[src/rtl/fev_pkg.sv]
package fev_pkg;
   localparam int REGW = 16;
   localparam logic [1:0] A_STAT  = 2'd0;
   localparam logic [1:0] A_FAULT = 2'd1;
   localparam logic [1:0] A_INDEX = 2'd2;
   localparam logic [1:0] A_PARAM = 2'd3;
   localparam int B_LAUNCH = 7;
   localparam int B_ACC    = 5;
   localparam int B_PROT   = 4;
   localparam logic [7:0] OP_VERIFY_ALL = 8'h01;
   localparam logic [7:0] OP_VERIFY_ONE = 8'h02;
   typedef enum logic {RGN_PROG = 1'b0, RGN_DATA = 1'b1} rgn_e;
   typedef enum logic {SC_IDLE = 1'b0, SC_SCAN = 1'b1} scan_e;
endpackage

[src/rtl/fev_cmd_regs.sv]
module fev_cmd_regs
   import fev_pkg::*;
(
   input  logic            clk,
   input  logic            rst_n,
   input  logic            wr_en,
   input  logic [1:0]      wr_addr,
   input  logic [REGW-1:0] wr_data,
   input  logic            prot_set,
   input  logic            fin,
   output logic            start,
   output logic            start_all,
   output rgn_e            start_sel,
   output logic            done,
   output logic            acc_err,
   output logic            prot_err,
   output logic [1:0]      flt_clr,
   output logic [2:0]      cur_idx
);
   logic [7:0] op_q;
   logic [1:0] gsel_q;
   logic       launch_req, blocked, params_ok, stat_wr, acc_set;

   assign stat_wr    = wr_en && (wr_addr == A_STAT);
   assign launch_req = stat_wr && wr_data[B_LAUNCH] && done;
   assign blocked    = acc_err || prot_err;

   always_comb begin
      params_ok = (cur_idx == 3'd0) &&
                  ((op_q == OP_VERIFY_ALL) ||
                   ((op_q == OP_VERIFY_ONE) && (gsel_q <= 2'd1)));
   end

   assign start     = launch_req && !blocked && params_ok;
   assign acc_set   = launch_req && !blocked && !params_ok;
   assign start_all = (op_q == OP_VERIFY_ALL);
   assign start_sel = (gsel_q[0] && (op_q == OP_VERIFY_ONE)) ? RGN_DATA : RGN_PROG;
   assign flt_clr   = (wr_en && (wr_addr == A_FAULT)) ? wr_data[1:0] : 2'b00;

   always_ff @(posedge clk or negedge rst_n) begin
      if (!rst_n) begin
         done     <= 1'b1;
         acc_err  <= 1'b0;
         prot_err <= 1'b0;
         cur_idx  <= 3'd0;
         op_q     <= 8'd0;
         gsel_q   <= 2'd0;
      end else begin
         if (start)    done <= 1'b0;
         else if (fin) done <= 1'b1;
         acc_err  <= (acc_err && !(stat_wr && wr_data[B_ACC])) || acc_set;
         prot_err <= (prot_err && !(stat_wr && wr_data[B_PROT])) || prot_set;
         if (wr_en && done && (wr_addr == A_INDEX))
            cur_idx <= wr_data[2:0];
         if (wr_en && done && (wr_addr == A_PARAM) && (cur_idx == 3'd0)) begin
            op_q   <= wr_data[15:8];
            gsel_q <= wr_data[1:0];
         end
      end
   end
endmodule

[src/rtl/fev_scanner.sv]
module fev_scanner
   import fev_pkg::*;
#(
   parameter int P_WORDS = 16,
   parameter int D_WORDS = 8,
   parameter int DW      = 16,
   localparam int MAXW   = (P_WORDS > D_WORDS) ? P_WORDS : D_WORDS,
   localparam int AW     = $clog2(MAXW),
   localparam int CW     = $clog2(MAXW + 1)
)(
   input  logic          clk,
   input  logic          rst_n,
   input  logic          start,
   input  logic          start_all,
   input  rgn_e          start_sel,
   input  logic [DW-1:0] p_rdata,
   input  logic          p_cor,
   input  logic          p_unc,
   input  logic [DW-1:0] d_rdata,
   input  logic          d_cor,
   input  logic          d_unc,
   output logic          s_p_en,
   output logic          s_d_en,
   output logic [AW-1:0] s_addr,
   output logic          fin,
   output logic [1:0]    vstat,
   output logic          p_busy,
   output logic          d_busy
);
   localparam logic [CW-1:0] P_N = CW'(P_WORDS);
   localparam logic [CW-1:0] D_N = CW'(D_WORDS);

   scan_e         st;
   rgn_e          rsel;
   logic          all_q, pend, last_q;
   logic [CW-1:0] cnt, nwords;
   logic [DW-1:0] w;
   logic          w_cor, w_unc, issue, word_bad, region_end, hop;

   always_comb begin
      nwords = (rsel == RGN_DATA) ? D_N : P_N;
      w      = (rsel == RGN_DATA) ? d_rdata : p_rdata;
      w_cor  = (rsel == RGN_DATA) ? d_cor : p_cor;
      w_unc  = (rsel == RGN_DATA) ? d_unc : p_unc;
   end

   assign issue      = (st == SC_SCAN) && (cnt < nwords);
   assign word_bad   = pend && (w != {DW{1'b1}});
   assign region_end = pend && !word_bad && last_q;
   assign hop        = region_end && all_q && (rsel == RGN_PROG);
   assign fin        = (st == SC_SCAN) && (word_bad || (region_end && !hop));
   assign s_p_en     = issue && (rsel == RGN_PROG);
   assign s_d_en     = issue && (rsel == RGN_DATA);
   assign s_addr     = cnt[AW-1:0];
   assign p_busy     = (st == SC_SCAN) && (all_q || (rsel == RGN_PROG));
   assign d_busy     = (st == SC_SCAN) && (all_q || (rsel == RGN_DATA));

   always_ff @(posedge clk or negedge rst_n) begin
      if (!rst_n) begin
         st     <= SC_IDLE;
         rsel   <= RGN_PROG;
         all_q  <= 1'b0;
         cnt    <= '0;
         pend   <= 1'b0;
         last_q <= 1'b0;
         vstat  <= 2'b00;
      end else if (start) begin
         st     <= SC_SCAN;
         rsel   <= start_all ? RGN_PROG : start_sel;
         all_q  <= start_all;
         cnt    <= '0;
         pend   <= 1'b0;
         last_q <= 1'b0;
         vstat  <= 2'b00;
      end else if (st == SC_SCAN) begin
         pend   <= issue;
         last_q <= issue && (cnt == nwords - 1'b1);
         if (issue) cnt <= cnt + 1'b1;
         if (pend && (w_cor || w_unc)) vstat[1] <= 1'b1;
         if (pend && w_unc)            vstat[0] <= 1'b1;
         if (word_bad)                 vstat    <= 2'b11;
         if (fin) begin
            st   <= SC_IDLE;
            pend <= 1'b0;
         end else if (hop) begin
            rsel   <= RGN_DATA;
            cnt    <= '0;
            pend   <= 1'b0;
            last_q <= 1'b0;
         end
      end
   end
endmodule

[src/rtl/fev_host_port.sv]
module fev_host_port
   import fev_pkg::*;
#(
   parameter int PAW = 4,
   parameter int DAW = 3,
   parameter int HAW = 4,
   parameter int AW  = 4,
   parameter int DW  = 16
)(
   input  logic           clk,
   input  logic           rst_n,
   input  logic           h_rd_en,
   input  logic           h_rd_sel,
   input  logic [HAW-1:0] h_rd_addr,
   input  logic           p_busy,
   input  logic           d_busy,
   input  logic           s_p_en,
   input  logic           s_d_en,
   input  logic [AW-1:0]  s_addr,
   input  logic [DW-1:0]  p_rd_data,
   input  logic [DW-1:0]  d_rd_data,
   input  logic [1:0]     flt_clr,
   output logic           p_rd_en,
   output logic [PAW-1:0] p_rd_addr,
   output logic           d_rd_en,
   output logic [DAW-1:0] d_rd_addr,
   output logic           h_rd_valid,
   output logic [DW-1:0]  h_rd_data,
   output logic           flt_sgl,
   output logic           flt_dbl
);
   logic hp_go, hd_go, collide, newf, bad_q, sel_q;

   assign hp_go   = h_rd_en && (h_rd_sel == RGN_PROG) && !p_busy;
   assign hd_go   = h_rd_en && (h_rd_sel == RGN_DATA) && !d_busy;
   assign collide = h_rd_en && ((h_rd_sel == RGN_DATA) ? d_busy : p_busy);
   assign newf    = collide && !flt_sgl && !flt_dbl;

   assign p_rd_en   = s_p_en || hp_go;
   assign d_rd_en   = s_d_en || hd_go;
   assign p_rd_addr = s_p_en ? s_addr[PAW-1:0] : h_rd_addr[PAW-1:0];
   assign d_rd_addr = s_d_en ? s_addr[DAW-1:0] : h_rd_addr[DAW-1:0];

   always_comb begin
      if (!h_rd_valid || bad_q) h_rd_data = '0;
      else                      h_rd_data = sel_q ? d_rd_data : p_rd_data;
   end

   always_ff @(posedge clk or negedge rst_n) begin
      if (!rst_n) begin
         h_rd_valid <= 1'b0;
         bad_q      <= 1'b0;
         sel_q      <= 1'b0;
         flt_sgl    <= 1'b0;
         flt_dbl    <= 1'b0;
      end else begin
         h_rd_valid <= h_rd_en;
         bad_q      <= collide;
         sel_q      <= h_rd_sel;
         flt_sgl    <= (flt_sgl && !flt_clr[0]) || newf;
         flt_dbl    <= (flt_dbl && !flt_clr[1]) || newf;
      end
   end
endmodule

[src/rtl/fev_ctrl.sv]
module fev_ctrl
   import fev_pkg::*;
#(
   parameter int P_WORDS = 16,
   parameter int D_WORDS = 8,
   parameter int DW      = 16,
   localparam int PAW    = $clog2(P_WORDS),
   localparam int DAW    = $clog2(D_WORDS),
   localparam int HAW    = (PAW > DAW) ? PAW : DAW
)(
   input  logic            clk,
   input  logic            rst_n,
   input  logic            wr_en,
   input  logic [1:0]      wr_addr,
   input  logic [REGW-1:0] wr_data,
   input  logic            prot_set,
   input  logic            h_rd_en,
   input  logic            h_rd_sel,
   input  logic [HAW-1:0]  h_rd_addr,
   output logic            h_rd_valid,
   output logic [DW-1:0]   h_rd_data,
   output logic            p_rd_en,
   output logic [PAW-1:0]  p_rd_addr,
   input  logic [DW-1:0]   p_rd_data,
   input  logic            p_rd_cor,
   input  logic            p_rd_unc,
   output logic            d_rd_en,
   output logic [DAW-1:0]  d_rd_addr,
   input  logic [DW-1:0]   d_rd_data,
   input  logic            d_rd_cor,
   input  logic            d_rd_unc,
   output logic            done,
   output logic            acc_err,
   output logic            prot_err,
   output logic [1:0]      vstat,
   output logic            flt_sgl,
   output logic            flt_dbl
);
   localparam int AW = HAW;

   generate
      if (P_WORDS < 2) begin : g_bad_p
         $error("fev_ctrl: P_WORDS must be at least 2");
      end
      if (D_WORDS < 2) begin : g_bad_d
         $error("fev_ctrl: D_WORDS must be at least 2");
      end
      if (DW < 1) begin : g_bad_w
         $error("fev_ctrl: DW must be positive");
      end
   endgenerate

   logic          start, start_all, fin, p_busy, d_busy, s_p_en, s_d_en;
   rgn_e          start_sel;
   logic [1:0]    flt_clr;
   logic [2:0]    cur_idx;
   logic [AW-1:0] s_addr;

   fev_cmd_regs u_regs (
      .clk(clk), .rst_n(rst_n), .wr_en(wr_en), .wr_addr(wr_addr),
      .wr_data(wr_data), .prot_set(prot_set), .fin(fin), .start(start),
      .start_all(start_all), .start_sel(start_sel), .done(done),
      .acc_err(acc_err), .prot_err(prot_err), .flt_clr(flt_clr),
      .cur_idx(cur_idx)
   );

   fev_scanner #(.P_WORDS(P_WORDS), .D_WORDS(D_WORDS), .DW(DW)) u_scan (
      .clk(clk), .rst_n(rst_n), .start(start), .start_all(start_all),
      .start_sel(start_sel), .p_rdata(p_rd_data), .p_cor(p_rd_cor),
      .p_unc(p_rd_unc), .d_rdata(d_rd_data), .d_cor(d_rd_cor),
      .d_unc(d_rd_unc), .s_p_en(s_p_en), .s_d_en(s_d_en), .s_addr(s_addr),
      .fin(fin), .vstat(vstat), .p_busy(p_busy), .d_busy(d_busy)
   );

   fev_host_port #(.PAW(PAW), .DAW(DAW), .HAW(HAW), .AW(AW), .DW(DW)) u_host (
      .clk(clk), .rst_n(rst_n), .h_rd_en(h_rd_en), .h_rd_sel(h_rd_sel),
      .h_rd_addr(h_rd_addr), .p_busy(p_busy), .d_busy(d_busy),
      .s_p_en(s_p_en), .s_d_en(s_d_en), .s_addr(s_addr),
      .p_rd_data(p_rd_data), .d_rd_data(d_rd_data), .flt_clr(flt_clr),
      .p_rd_en(p_rd_en), .p_rd_addr(p_rd_addr), .d_rd_en(d_rd_en),
      .d_rd_addr(d_rd_addr), .h_rd_valid(h_rd_valid), .h_rd_data(h_rd_data),
      .flt_sgl(flt_sgl), .flt_dbl(flt_dbl)
   );
endmodule

[config.mk]
export PLATFORM = sky130hd
export DESIGN_NAME = fev_ctrl
export DESIGN_NICKNAME = d
export VERILOG_FILES = /design/src/rtl/fev_pkg.sv /design/src/rtl/fev_cmd_regs.sv /design/src/rtl/fev_scanner.sv /design/src/rtl/fev_host_port.sv /design/src/rtl/fev_ctrl.sv
export SDC_FILE = /design/constraint.sdc
export NUM_CORES = 1
export LEC_CHECK = 0
export CORE_MARGIN = 5
export CORE_UTILIZATION = 30
export DETAILED_ROUTE_END_ITERATION = 12
export DONT_BUFFER_PORTS = 1
export GPL_TIMING_DRIVEN = 0
export HOLD_SLACK_MARGIN = 0.02
export SETUP_SLACK_MARGIN = 0.3
export SLEW_MARGIN = 15
export SYNTH_ARGS = -nofsm -noshare
export SYNTH_HDL_FRONTEND = slang
export SYNTH_SLANG_ARGS = --single-unit
[constraint.sdc]
create_clock -name clk -period 2.1 [get_ports clk]
set_input_delay 0.105 -clock clk [delete_from_list [all_inputs] [get_ports clk]]
set_output_delay 0.105 -clock clk [all_outputs]
set_load 0.005 [all_outputs]
---- Yosys cells after proc, flatten, opt, wreduce, memory -nomap -nowiden ----
Cells that the tools add are included.
cells by class
  reductions and logical operators ........ 78
  shift-type cells ........................ 0
  equal/unequal tests ..................... 8
  multiplexer cells ....................... 39
  $add $sub $neg .......................... 2
  $mul .................................... 0
  $lt $le $gt $ge ......................... 2
  div/mod/pow operators ................... 0
  bitwise operators ....................... 2
operator list
  kind                                                                   count
  16-bit two-way mux                                                     3
  1-bit logical AND                                                      42
  5-bit two-way mux                                                      6
  1-bit two-way mux                                                      24
  16-bit != test, second input constant                                  1
  1-bit logical NOT                                                      13
  1-bit logical OR                                                       13
  8-bit by 1-bit == test with 1-bit output, second input constant        1
  8-bit by 2-bit == test with 1-bit output, second input constant        1
  2-bit two-way mux                                                      4
  2-bit nonzero test                                                     3
  3-bit nonzero test                                                     2
  5-bit by 1-bit adder with 5-bit output, second input constant          1
  5-bit == test                                                          1
  5-bit < comparator                                                     1
  5-bit by 1-bit subtractor with 5-bit output, second input constant     1
  2-bit == test, second input constant                                   2
  4-bit two-way mux                                                      1
  2-bit AND reduction                                                    2
  3-bit logical NOT                                                      1
  3-bit two-way mux                                                      1
  3-bit AND reduction                                                    1
  2-bit by 1-bit == test with 1-bit output, second input constant        1
  2-bit by 1-bit <= comparator with 1-bit output, second input constant  1
  3 further kinds                                                        4
storage, ports and cells
  memories kept ........................... 0
  output and inout port bits .............. 33
  word-level logic and storage cells ...... 150
  input port bits ......................... 64
  bits in writable memories ............... 0
  bits in registers ....................... 33
  memory bits (read-only) ................. 0
  bits in latches ......................... 0

---- Logic depth before layout (Yosys ltp) ----
Gate-level depths: netlist (run 1).
  depth in word-level cells ............... 15
  gate-level depth with buffers ........... 7
  depth with buffers taken out ............ 7

---- Hierarchy ----
From an unflattened synthesis (run 1), not the netlist that was laid out.
second synthesis, totals
  cells, all modules ...................... 208
  area total of the unflattened synthesis .. 2129.5 µm²
modules (own cells, without submodules)
  module         area an instance (µm²)  seq. area each (µm²)  times used  cells each
  fev_scanner    862.1                   300.3                 1           93
  fev_cmd_regs   732.0                   401.6                 1           55
  fev_host_port  535.5                   125.1                 1           60

---- Worst setup path after synthesis (run 1) ----
No wires, ideal clock.
  path type ............................... reg-to-reg
  start point ............................. register u_regs.done
  end point ............................... register u_scan.rsel
  library setup time ...................... 0.119 ns
  path slack .............................. 0.291 ns
  path buffers ............................ 1
  cell stages (with the launch flop) ...... 6
  arrival ................................. 1.691 ns
  period minus slack after synthesis ...... 1.809 ns
  required time ........................... 1.981 ns
  cell sequence ........................... dfstp_2 > and4bb_1 > nand2_1 > or4_4 > buf_6 > o21a_1
on the way
  longest elaborated chain between the ends .. 5
  elaborated cells on any way between the ends .. 8
  those cells by class .................... 1 x eq/ne; 1 x mux; 6 x reduce/logical
RTL lines
  element                                                               line                RTL
  from (decl)                                                           fev_cmd_regs.sv:14  output logic done,
  from (signal assigned)                                                fev_cmd_regs.sv:42  done <= 1'b1;
  from (signal assigned)                                                fev_cmd_regs.sv:49  if (start) done <= 1'b0;
  from (signal assigned)                                                fev_cmd_regs.sv:50  else if (fin) done <= 1'b1;
  1-bit logical AND *                                                   fev_cmd_regs.sv:25  assign launch_req = stat_wr && wr_data[B_LAUNCH] && done;
  1-bit logical AND * (2 in series)                                     fev_cmd_regs.sv:34  assign start = launch_req && !blocked && params_ok;
  2-bit != test (no source line) or 2-bit nonzero test (tied branches)  n/a
  3-bit AND reduction (no source line)                                  n/a
  to (signal assigned)                                                  fev_scanner.sv:69   rsel <= start_all ? RGN_PROG : start_sel;
  to (decl)                                                             fev_scanner.sv:34   rgn_e rsel;
Every way passes the cells marked *; elsewhere a longest branch is shown, timed or not.
A chain may end at the register's enable or synchronous reset.

---- Worst setup path after layout (run 1) ----
  start point ............................. register u_regs.done
  end point ............................... register u_scan.cnt[1]
on the way
  longest elaborated chain between the ends .. 4
  elaborated cells on any way between the ends .. 5
  those cells by class .................... 1 x mux; 4 x reduce/logical
RTL lines
  element                                                  line                RTL
  1-bit logical AND *                                      fev_cmd_regs.sv:25
  1-bit logical AND * (2 in series)                        fev_cmd_regs.sv:34
  5-bit two-way mux or 2-bit nonzero test (tied branches)  n/a
  to (signal assigned)                                     fev_scanner.sv:78   if (issue) cnt <= cnt + 1'b1;
  to (decl)                                                fev_scanner.sv:36   logic [CW-1:0] cnt, nwords;
Marked as above.

==> results.cfg, run 1 <==
[cts]
numClockSinks = 33
cts-buffers-inserted = 5
tritoncts = built
clkLatencyLatePin_ps = 280
cts-htree-levels = 2
clk_pin_slew_worst_paths_ps = 70
clockBufferDepth = 2
root_buffer = sky130_fd_sc_hd__clkbuf_8

[sta]
hold_violations = 0
final.period_utilization_pct = 93.0
tightest_slew_ps = 459
fin_worst_hold_slack_ps = 52.0
drv_slew = 0
rsz0062_at_grt = true
fmax_mhz = 512
final.setup.tns_ps = 0
timing.final.setup_violations = 0
fin_crit_ps = 1950
fin_skew_ps = 5.94
rel_slew_slack_pct = 69.4

[setup_path]
critical_path.slowest_cell = sky130_fd_sc_hd__dfstp_2
worst_path_required_ps = 2260
crit_buf_inv = 1
cp_max_fo = 6
worstPathCellList = and4bb_1 > nand2_1 > or4_4 > buf_6 > o211ai_1 > nand2_1
critical_path.startpoint_type = register
setup.worst_path.class = register to register
cell_depth_of_the_worst_setup_path = 6
timing.critical_path.arrival_ps = 2120
critPathMostFrequentCell = sky130_fd_sc_hd__nand2_1
critPathMaxStageDelay_ps = 610
regToRegStartpoint = u_regs.done$_DFFE_PN1P_
critPathCaptureType = register
r2r_slack_ps = 150
critical_path.top_delay_family = simple AND/OR/NAND/NOR gates
r2r_cells = 6
r2r_path_end = u_scan.cnt[1]$_DFFE_PN0P_

[placement]
routabilityCongestion = 0.740
dpl-instance-area_um2 = 2080
port-buffer-count = 0
detailedPlacementHpwl_um = 4020

[routing]
detail_route.wl_per_cell_um = 17.2
dr_vias_cell = 5.28
via_count = 1705
first_pass_drt_iterations = 4
totalWireLength_um = 5560
final_antenna_net_count = 0
drc_violations_left = 0
detailedRoute.firstIterationViolations = 84

[yosys]
synthMuxAreaShare_pct = 17.7
number_of_storage_elements_in_the_synthesis_netlist = 33
postSynthAreaPerCell_um2 = 9.55
count_of_warnings_emitted_by_yosys = 0
syn-num-nets = 275
ys_dominant_reg_cell = sky130_fd_sc_hd__dfrtp_1
synth_adder_area_share_pct = 1.89
syn-instance-count = 208
netlist_area_um2 = 1990
yosysSeqAreaShare_pct = 41.6
synthXorXnorAreaFrac_pct = 2.20
synth-compound-area-share_pct = 9.76
synth-async-reset-ratio_pct = 100
largest_family_of_logic_cells_by_synthesized_area = simple AND/OR/NAND/NOR gates
synth_cell_type_count = 43
yosys.area_share.simple_pct = 23.5
synth_enable_flop_cells = 0

[die]
row_count = 29
initial_utilization_pct = 31.1
ioPinCount = 97
floorplan.core_area_um2 = 6390
die_area_um2 = 8350
die_width_um = 91.4
die_height_um = 91.4

[final_layout]
syn_to_final_growth_pct = 31.2
layout-drive-gt1-share_pct = 24.8
post_layout_util_pct = 40.8
nNetsFinal = 312
final_cell_area_um2 = 2610
diodes = 0

[grt]
grt_use_total_pct = 13.0
first_global_vias = 1780
grt_pass1_wl_um = 8960
number_of_antenna_violations_at_the_first_check_in_global_routing = 0
globalRoute.totalOverflow = 0
maximum_number_of_pins_on_one_net_before_global_route_repair = 34

[min_path]
timing.hold.worst.class = input port to register
hold_path.startpoint = wr_addr[1]
timing.hold.worst_path_depth = 2
whs_endpoint = u_host.flt_dbl$_DFF_PN0_

[flow_run]
timing.max_cap.violations = 0

[pwr]
power_per_cell_area_nw_per_um2 = 520
vdd.ir_drop.worst_uv = 670
static-leakage-power_nw = 1.14

[run_status]
outcome = finished clean
[through the flow]
| step | instances | power [mW] | setup slack [ps] |
|---|---|---|---|
| finish | 323 | 1.36 | 147 |
| global route | 323 | 1.42 | 69.8 |
| CTS | 323 | 1.37 | 121 |
| detailed placement | 285 | 0.800 | 117 |
| global placement | 285 | 0.799 | 120 |
| floorplan | 208 | 0.776 | 318 |
[power by group]
group	internal, mW	switching, mW
Combinational	0.0764	0.0680
Clock	0.296	0.228
Sequential	0.658	0.0283
Total	1.03	0.324
[worst max path at each step]
stage	start	to	slack, ps
2_1_floorplan	u_regs.done$_DFFE_PN1P_	u_scan.rsel$_DFFE_PN0P_	320
3_3_place_gp	u_scan.rsel$_DFFE_PN0P_	d_rd_addr[1]	120
3_5_place_dp	u_scan.rsel$_DFFE_PN0P_	d_rd_addr[1]	120
4_1_cts	u_scan.rsel$_DFFE_PN0P_	p_rd_addr[1]	120
5_1_grt	u_regs.done$_DFFE_PN1P_	u_scan.cnt[1]$_DFFE_PN0P_	70
6_report	u_regs.done$_DFFE_PN1P_	u_scan.cnt[1]$_DFFE_PN0P_	150
[cells by family (layout without fill, tap and decap cells)]
| logic type | after synthesis | count (layout) |
|---|---|---|
| simple gates | 89 | 89 |
| fa+ha+maj | 3 | 3 |
| xor+xnor | 5 | 5 |
| compound gates | 30 | 30 |
| flops | 33 | 33 |
| buf+inv | 15 | 53 |
| mux | 33 | 33 |
[timing repair]
item                       in CTS  in global routing
cloned                          1                  0
buffers inserted               10                  0
hold endpoints to repair       53                  0
setup endpoints to repair      26                 36
pin swaps                       6                  8
hold buffers                   19                  0
resized for setup              29                 12
[state kept, by name (all words and copies together) (netlist names), 2 cells and up]
| name | flops |
|---|---|
| u_regs.cur_idx | 3 |
| u_regs.op_q | 8 |
| u_regs.gsel_q | 2 |
| u_scan.cnt | 5 |
| u_scan.vstat | 2 |
[layout make-up]
class / count / area (um2)
Buffer: 7 / 43.8
Clock buffer: 7 / 96.3
Clock inverter: 1 / 5.00
Fill cell: 611 / 3780
Inverter: 8 / 30.0
Multi-Input combinational cell: 160 / 1200
Sequential cell: 33 / 827
Tap cell: 77 / 96.3
Timing Repair Buffer: 30 / 309
[per-layer routing]
metal / global-route usage [%] / part of all wire, %
met3: 5.04 / 9.8
met1: 15.1 / 38
met5: 0 / 0
met2: 22.6 / 51
met4: 2.57 / 0.88
[synth_stat cells, drive strengths merged (2+ instances only)]
library cell / instances / area [um2]
nor3b: 3 / 33.8
ha: 3 / 37.5
mux2i: 16 / 160
buf: 4 / 25.0
nand3: 5 / 25.0
xnor2: 3 / 26.3
nand2: 21 / 78.8
o211ai: 3 / 22.5
dfrtp: 32 / 801
and2: 2 / 12.5
nand2b: 2 / 12.5
a21o: 2 / 15.0
and3: 2 / 12.5
xor2: 2 / 17.5
o21ai: 11 / 55.1
clkbuf: 3 / 11.3
nor3: 5 / 35.0
nor2: 30 / 113
a31oi: 3 / 18.8
nor2b: 4 / 25.0
inv: 8 / 30.0
a21oi: 2 / 10.0
nor4: 3 / 25.0
nand4: 8 / 50.1
mux2: 17 / 191
a211oi: 3 / 22.5
[cells in the final DEF (no fill, tap or decap), types with 4 or more instances in the layout]
cell	count
sky130_fd_sc_hd__clkbuf_8	7
sky130_fd_sc_hd__mux2_2	13
sky130_fd_sc_hd__nand2_1	18
sky130_fd_sc_hd__buf_4	6
sky130_fd_sc_hd__mux2_4	4
sky130_fd_sc_hd__o21ai_0	8
sky130_fd_sc_hd__dfrtp_1	32
sky130_fd_sc_hd__mux2i_1	16
sky130_fd_sc_hd__dlygate4sd3_1	18
sky130_fd_sc_hd__nor2_1	30
sky130_fd_sc_hd__buf_6	8
sky130_fd_sc_hd__nand4_1	8
sky130_fd_sc_hd__nand3_1	5
sky130_fd_sc_hd__inv_1	7
No activity file was read; power rests on OpenSTA's default activity.
==> inputs of run 2 (changes only) <==
- BUFFER_PORTS_ARGS: not set -> -buffer_cell sky130_fd_sc_hd__buf_2
- DONT_BUFFER_PORTS: 1 -> not set
==> results.cfg, run 2 (synthesis results as in run 1) <==
[run_status]
outcome = finished clean

[final_layout]
highest_count_cells_in_the_layout_ignoring_fill_and_taps = sky130_fd_sc_hd__buf_2 (89), sky130_fd_sc_hd__dfrtp_1 (32), sky130_fd_sc_hd__nor2_1 (30)
post_layout_util_pct = 45.5
final_cell_area_um2 = 2910
largest_register_ff_count = 8
max_flop_register = u_regs.op_q
nNetsFinal = 390
largest_registers = u_regs.op_q x8, u_scan.cnt x5, u_regs.cur_idx x3
layout_commonest_cell = sky130_fd_sc_hd__buf_2
fill_cells = 656
layout-drive-gt1-share_pct = 47.5
diodes = 0
syn_to_final_growth_pct = 46.3

[routing]
totalWireLength_um = 5670
drc_violations_left = 0
met2_length_um = 2760
first_pass_drt_iterations = 4
dr_vias_cell = 4.96
route.met3.wl_um = 504
via_count = 1988
detailedRoute.firstIterationViolations = 39
final_antenna_net_count = 0
detail_route.wl_per_cell_um = 14.1
route.top_layer_used = met4
routedLengthMet1_um = 2350

[die]
floorplan.core_area_um2 = 6390
die_area_um2 = 8350
initial_utilization_pct = 31.1
ioPinCount = 97
row_count = 29
die_height_um = 91.4
die_width_um = 91.4

[setup_path]
critical_path.startpoint_type = register
critPathMostFrequentCell = sky130_fd_sc_hd__buf_6
critical_path.slowest_cell = sky130_fd_sc_hd__dfrtp_1
r2r_cells = 6
critPathCaptureType = primary output
r2r_slack_ps = 240
r2r_path_end = u_scan.cnt[1]$_DFFE_PN0P_
worstPathCellList = ha_1 > nor2b_4 > nor4_4 > buf_6 > mux2_4 > buf_6
cp_max_fo = 5
timing.critical_path.arrival_ps = 1890
worst_path_required_ps = 2000
critPathMaxStageDelay_ps = 390
setup.worst_path.class = register to primary output
regToRegStartpoint = u_regs.done$_DFFE_PN1P_
crit_buf_inv = 2
critical_path.top_delay_family = flip-flops

[min_path]
hold_path.startpoint = wr_data[0]
timing.hold.worst_path_depth = 2
whs_endpoint = u_host.flt_sgl$_DFF_PN0_
timing.hold.worst.class = input port to register

[pwr]
p_total_mw = 1.39
vdd.ir_drop.worst_uv = 344
power_per_cell_area_nw_per_um2 = 478
static-leakage-power_nw = 1.46

[cts]
numClockSinks = 33
clockBufferDepth = 2
clk_pin_slew_worst_paths_ps = 70
tritoncts = built
clkLatencyLatePin_ps = 290
cts-htree-levels = 2
cts-buffers-inserted = 5
root_buffer = sky130_fd_sc_hd__clkbuf_8

[sta]
fin_worst_hold_slack_ps = 33.8
fin_skew_ps = 8.54
fmax_mhz = 501
hold_violations = 0
rel_slew_slack_pct = 51.5
final.setup.tns_ps = 0
tightest_slew_ps = 727
fin_crit_ps = 2000
rsz0062_at_grt = true
final.period_utilization_pct = 95.1
drv_slew = 0
timing.final.setup_violations = 0

[placement]
port-buffer-count = 94
routabilityCongestion = 0.778
detailedPlacementHpwl_um = 4360
dpl-instance-area_um2 = 2550

[grt]
first_global_vias = 2029
grt_use_total_pct = 13.4
maximum_number_of_pins_on_one_net_before_global_route_repair = 34
number_of_antenna_violations_at_the_first_check_in_global_routing = 0
grt_pass1_wl_um = 9470
globalRoute.totalOverflow = 0

[flow_run]
timing.max_cap.violations = 0
[run 2: cell count changes in the layout (fill, tap and decap cells not counted), moves of 2 or more]
cell	delta
sky130_fd_sc_hd__o21ai_2	+3
sky130_fd_sc_hd__clkbuf_4	+2
sky130_fd_sc_hd__buf_2	+88
sky130_fd_sc_hd__clkbuf_8	-2
sky130_fd_sc_hd__dlygate4sd3_1	-13
sky130_fd_sc_hd__nand2_1	-2
[run 2: power breakdown]
part | internal [mW] | switching [mW] | total [mW] | leakage, nW
clock | 0.230 | 0.238 | 0.468 | 0.0450
combinational | 0.131 | 0.112 | 0.243 | 1.02
sequential | 0.658 | 0.0200 | 0.678 | 0.394
[run 2: how the worst max path moves through the flow]
| stage | from | to | slack (ps) | cells after the start |
|---|---|---|---|---|
| final | u_scan.cnt[4]$_DFFE_PN0P_ | p_rd_addr[1] | 100 | 6 |
| after global placement | u_scan.rsel$_DFFE_PN0P_ | d_rd_addr[1] | 9 | 6 |
| after CTS | u_scan.rsel$_DFFE_PN0P_ | p_rd_addr[0] | 10 | 6 |
| after floorplan | u_regs.done$_DFFE_PN1P_ | u_scan.rsel$_DFFE_PN0P_ | 320 | 5 |
| after global routing | u_scan.cnt[4]$_DFFE_PN0P_ | p_rd_addr[1] | 40 | 6 |
| after detailed placement | u_scan.rsel$_DFFE_PN0P_ | d_rd_addr[1] | 20 | 6 |
[run 2: through the flow]
stage | setup slack (ps) | std cells
after detailed placement | 21.6 | 379
after CTS | 9.91 | 398
final | 104 | 401
after floorplan | 318 | 208
after global placement | 9.44 | 379
after global routing | 39.2 | 401
[run 2: final cells by class]
cell class | instances | area, um2 | share of cell area [%]
Clock buffer | 6 | 72.6 | 2.50
Multi-Input combinational cell | 160 | 1190 | 41.0
Clock inverter | 2 | 10.0 | 0.344
Inverter | 8 | 30.0 | 1.03
Tap cell | 77 | 96.3 | 3.31
Buffer | 7 | 47.5 | 1.64
Timing Repair Buffer | 108 | 631 | 21.7
Sequential cell | 33 | 827 | 28.5
[run 2: what timing repair did]
item                       CTS  global route
buffers inserted             5             3
hold endpoints to repair    36             0
cloned                       1             0
hold buffers                 5             0
gates resized for setup     23            22
setup endpoints to repair   36            34
pin swaps                    4             6
[run 2: per-layer routing]
layer / up-vias / global-route usage, %
met5: - / 0
met4: 0 / 3.79
met3: 9 / 4.63
met2: 74 / 22.8
met1: 926 / 16.1
li1: 979 / -
==> inputs of run 3 (changes only) <==
- CAP_MARGIN: not set -> 20
- SETUP_SLACK_MARGIN: 0.3 -> not set
==> results.cfg, run 3 (synthesis results as in run 1) <==
[pwr]
p_total_mw = 1.38
power.combinational.fraction_pct = 17.0
switching_power_uw = 363
p_seq_share_pct = 49.0
switching_power_share_of_the_total_pct = 26.3
power_per_cell_area_nw_per_um2 = 504
power_report.internal_total_mw = 1.02
clock_power_share_pct = 34.0
static-leakage-power_nw = 1.38
vdd.ir_drop.worst_uv = 358

[sta]
fin_skew_ps = 8.32
rel_slew_slack_pct = 50.1
hold_violations = 0
rsz0062_at_grt = true
drv_slew = 0
timing.final.setup_violations = 0
tightest_slew_ps = 749
fin_crit_ps = 2010
final.setup.tns_ps = 0
final.period_utilization_pct = 95.6
fmax_mhz = 498

[setup_path]
regToRegStartpoint = u_regs.done$_DFFE_PN1P_
cp_max_fo = 5
setup.worst_path.class = register to primary output
timing.critical_path.arrival_ps = 1900
critical_path.slowest_cell = sky130_fd_sc_hd__dfrtp_1
r2r_cells = 5
worst_path_required_ps = 2000
critical_path.startpoint_type = register
worstPathCellList = ha_1 > nor2b_4 > nor4_4 > buf_4 > mux2_2 > buf_2
r2r_slack_ps = 150
critPathCaptureType = primary output
critPathMaxStageDelay_ps = 380
r2r_path_end = u_scan.cnt[2]$_DFFE_PN0P_

[cts]
clockBufferDepth = 2
tritoncts = built
clk_pin_slew_worst_paths_ps = 70
clkLatencyLatePin_ps = 290
cts-buffers-inserted = 5
numClockSinks = 33
cts-htree-levels = 2
root_buffer = sky130_fd_sc_hd__clkbuf_8

[routing]
detail_route.wl_per_cell_um = 14.4
final_antenna_net_count = 0
first_pass_drt_iterations = 4
totalWireLength_um = 5690
drc_violations_left = 0
via_count = 1979
dr_vias_cell = 5.00
detailedRoute.firstIterationViolations = 82

[final_layout]
diodes = 0
multiInputGateArea_um2 = 1120
largest_register_ff_count = 8
highest_count_cells_in_the_layout_ignoring_fill_and_taps = sky130_fd_sc_hd__buf_2 (97), sky130_fd_sc_hd__dfrtp_1 (32), sky130_fd_sc_hd__nor2_1 (30)
register_area_um2 = 827
syn_to_final_growth_pct = 38.0
fill_cells = 632
nNetsFinal = 385
final-instance-count-excl-fill = 396
layout-drive-gt1-share_pct = 42.0
largest_registers = u_regs.op_q x8, u_scan.cnt x5, u_regs.cur_idx x3
max_flop_register = u_regs.op_q
final_cell_area_um2 = 2740
layout_commonest_cell = sky130_fd_sc_hd__buf_2

[grt]
grt_use_total_pct = 13.4
globalRoute.totalOverflow = 0
grt_pass1_wl_um = 9310
maximum_number_of_pins_on_one_net_before_global_route_repair = 34
first_global_vias = 1972
number_of_antenna_violations_at_the_first_check_in_global_routing = 0

[min_path]
timing.hold.worst_path_depth = 3
timing.hold.worst.class = input port to register
hold_path.startpoint = wr_data[9]
whs_endpoint = u_regs.op_q[1]$_DFFE_PN0P_

[die]
initial_utilization_pct = 31.1
row_count = 29
die_width_um = 91.4
floorplan.core_area_um2 = 6390
ioPinCount = 97
die_height_um = 91.4
die_area_um2 = 8350

[flow_run]
timing.max_cap.violations = 0

[placement]
port-buffer-count = 94
detailedPlacementHpwl_um = 4510
dpl-instance-area_um2 = 2550
routabilityCongestion = 0.807
dp_cells = 379

[run_status]
outcome = finished clean
## run 3: worst max-delay path: cells and delay by family (launching register included)
| kind | cells | cell delay (ps) |
|---|---|---|
| flops | 1 | 380 |
| mux | 1 | 330 |
| buf+inv | 2 | 310 |
| fa+ha+maj | 1 | 300 |
| simple gates | 2 | 290 |
## run 3: how the worst max path moves through the flow
| stage | from | to | slack, ps |
|---|---|---|---|
| 3_3_place_gp | u_scan.rsel$_DFFE_PN0P_ | d_rd_addr[0] | 20 |
| 2_1_floorplan | u_regs.done$_DFFE_PN1P_ | u_scan.rsel$_DFFE_PN0P_ | 290 |
| 3_5_place_dp | u_scan.rsel$_DFFE_PN0P_ | d_rd_addr[1] | -0.9 |
| 4_1_cts | u_scan.cnt[4]$_DFFE_PN0P_ | p_rd_addr[1] | -10 |
| 6_report | u_scan.cnt[4]$_DFFE_PN0P_ | p_rd_addr[3] | 90 |
| 5_1_grt | u_scan.cnt[4]$_DFFE_PN0P_ | p_rd_addr[2] | -10 |
## run 3: stage by stage
stage	utilization (%)	setup WS [ps]	hold slack (ps)
3_5_place_dp	40.0	-0.943	224
3_3_place_gp	40.0	18.6	222
5_1_grt	42.9	-10.9	33.4
6_report	42.9	93.3	33.9
4_1_cts	42.9	-11.4	23.5
2_1_floorplan	-	291	-191
## run 3: what timing repair did
action                     in CTS  in global routing
gates resized for setup         5                  3
pin swaps                       2                  1
hold buffers                    5                  0
buffers inserted                4                  0
setup endpoints to repair       8                  9
hold endpoints to repair       36                  0
## run 3: layer usage
layer / routed length (um) / global-route usage (%) / vias up
met5: 0 / 0 / -
met3: 551 / 4.63 / 6
li1: - / - / 967
met2: 2700 / 22.5 / 81
met1: 2390 / 16.3 / 925
met4: 44 / 3.30 / 0
## run 3: layout make-up
class / count / share of cell area [%]
sequential: 33 / 30.2
multi-input combinational: 160 / 40.8
clock buffer: 8 / 2.92
tap: 77 / 3.51
timing repair buffer: 103 / 20.1
buffer: 7 / 1.37
inverter: 8 / 1.10
## run 3: power by group through the flow
stage | clock, mW | combinational (mW) | sequential (mW)
global route | 0.518 | 0.263 | 0.682
detailed placement | 0 | 0.232 | 0.690
finish | 0.469 | 0.235 | 0.677
global placement | 0 | 0.227 | 0.691
CTS | 0.480 | 0.240 | 0.678
floorplan | 0 | 0.0852 | 0.690
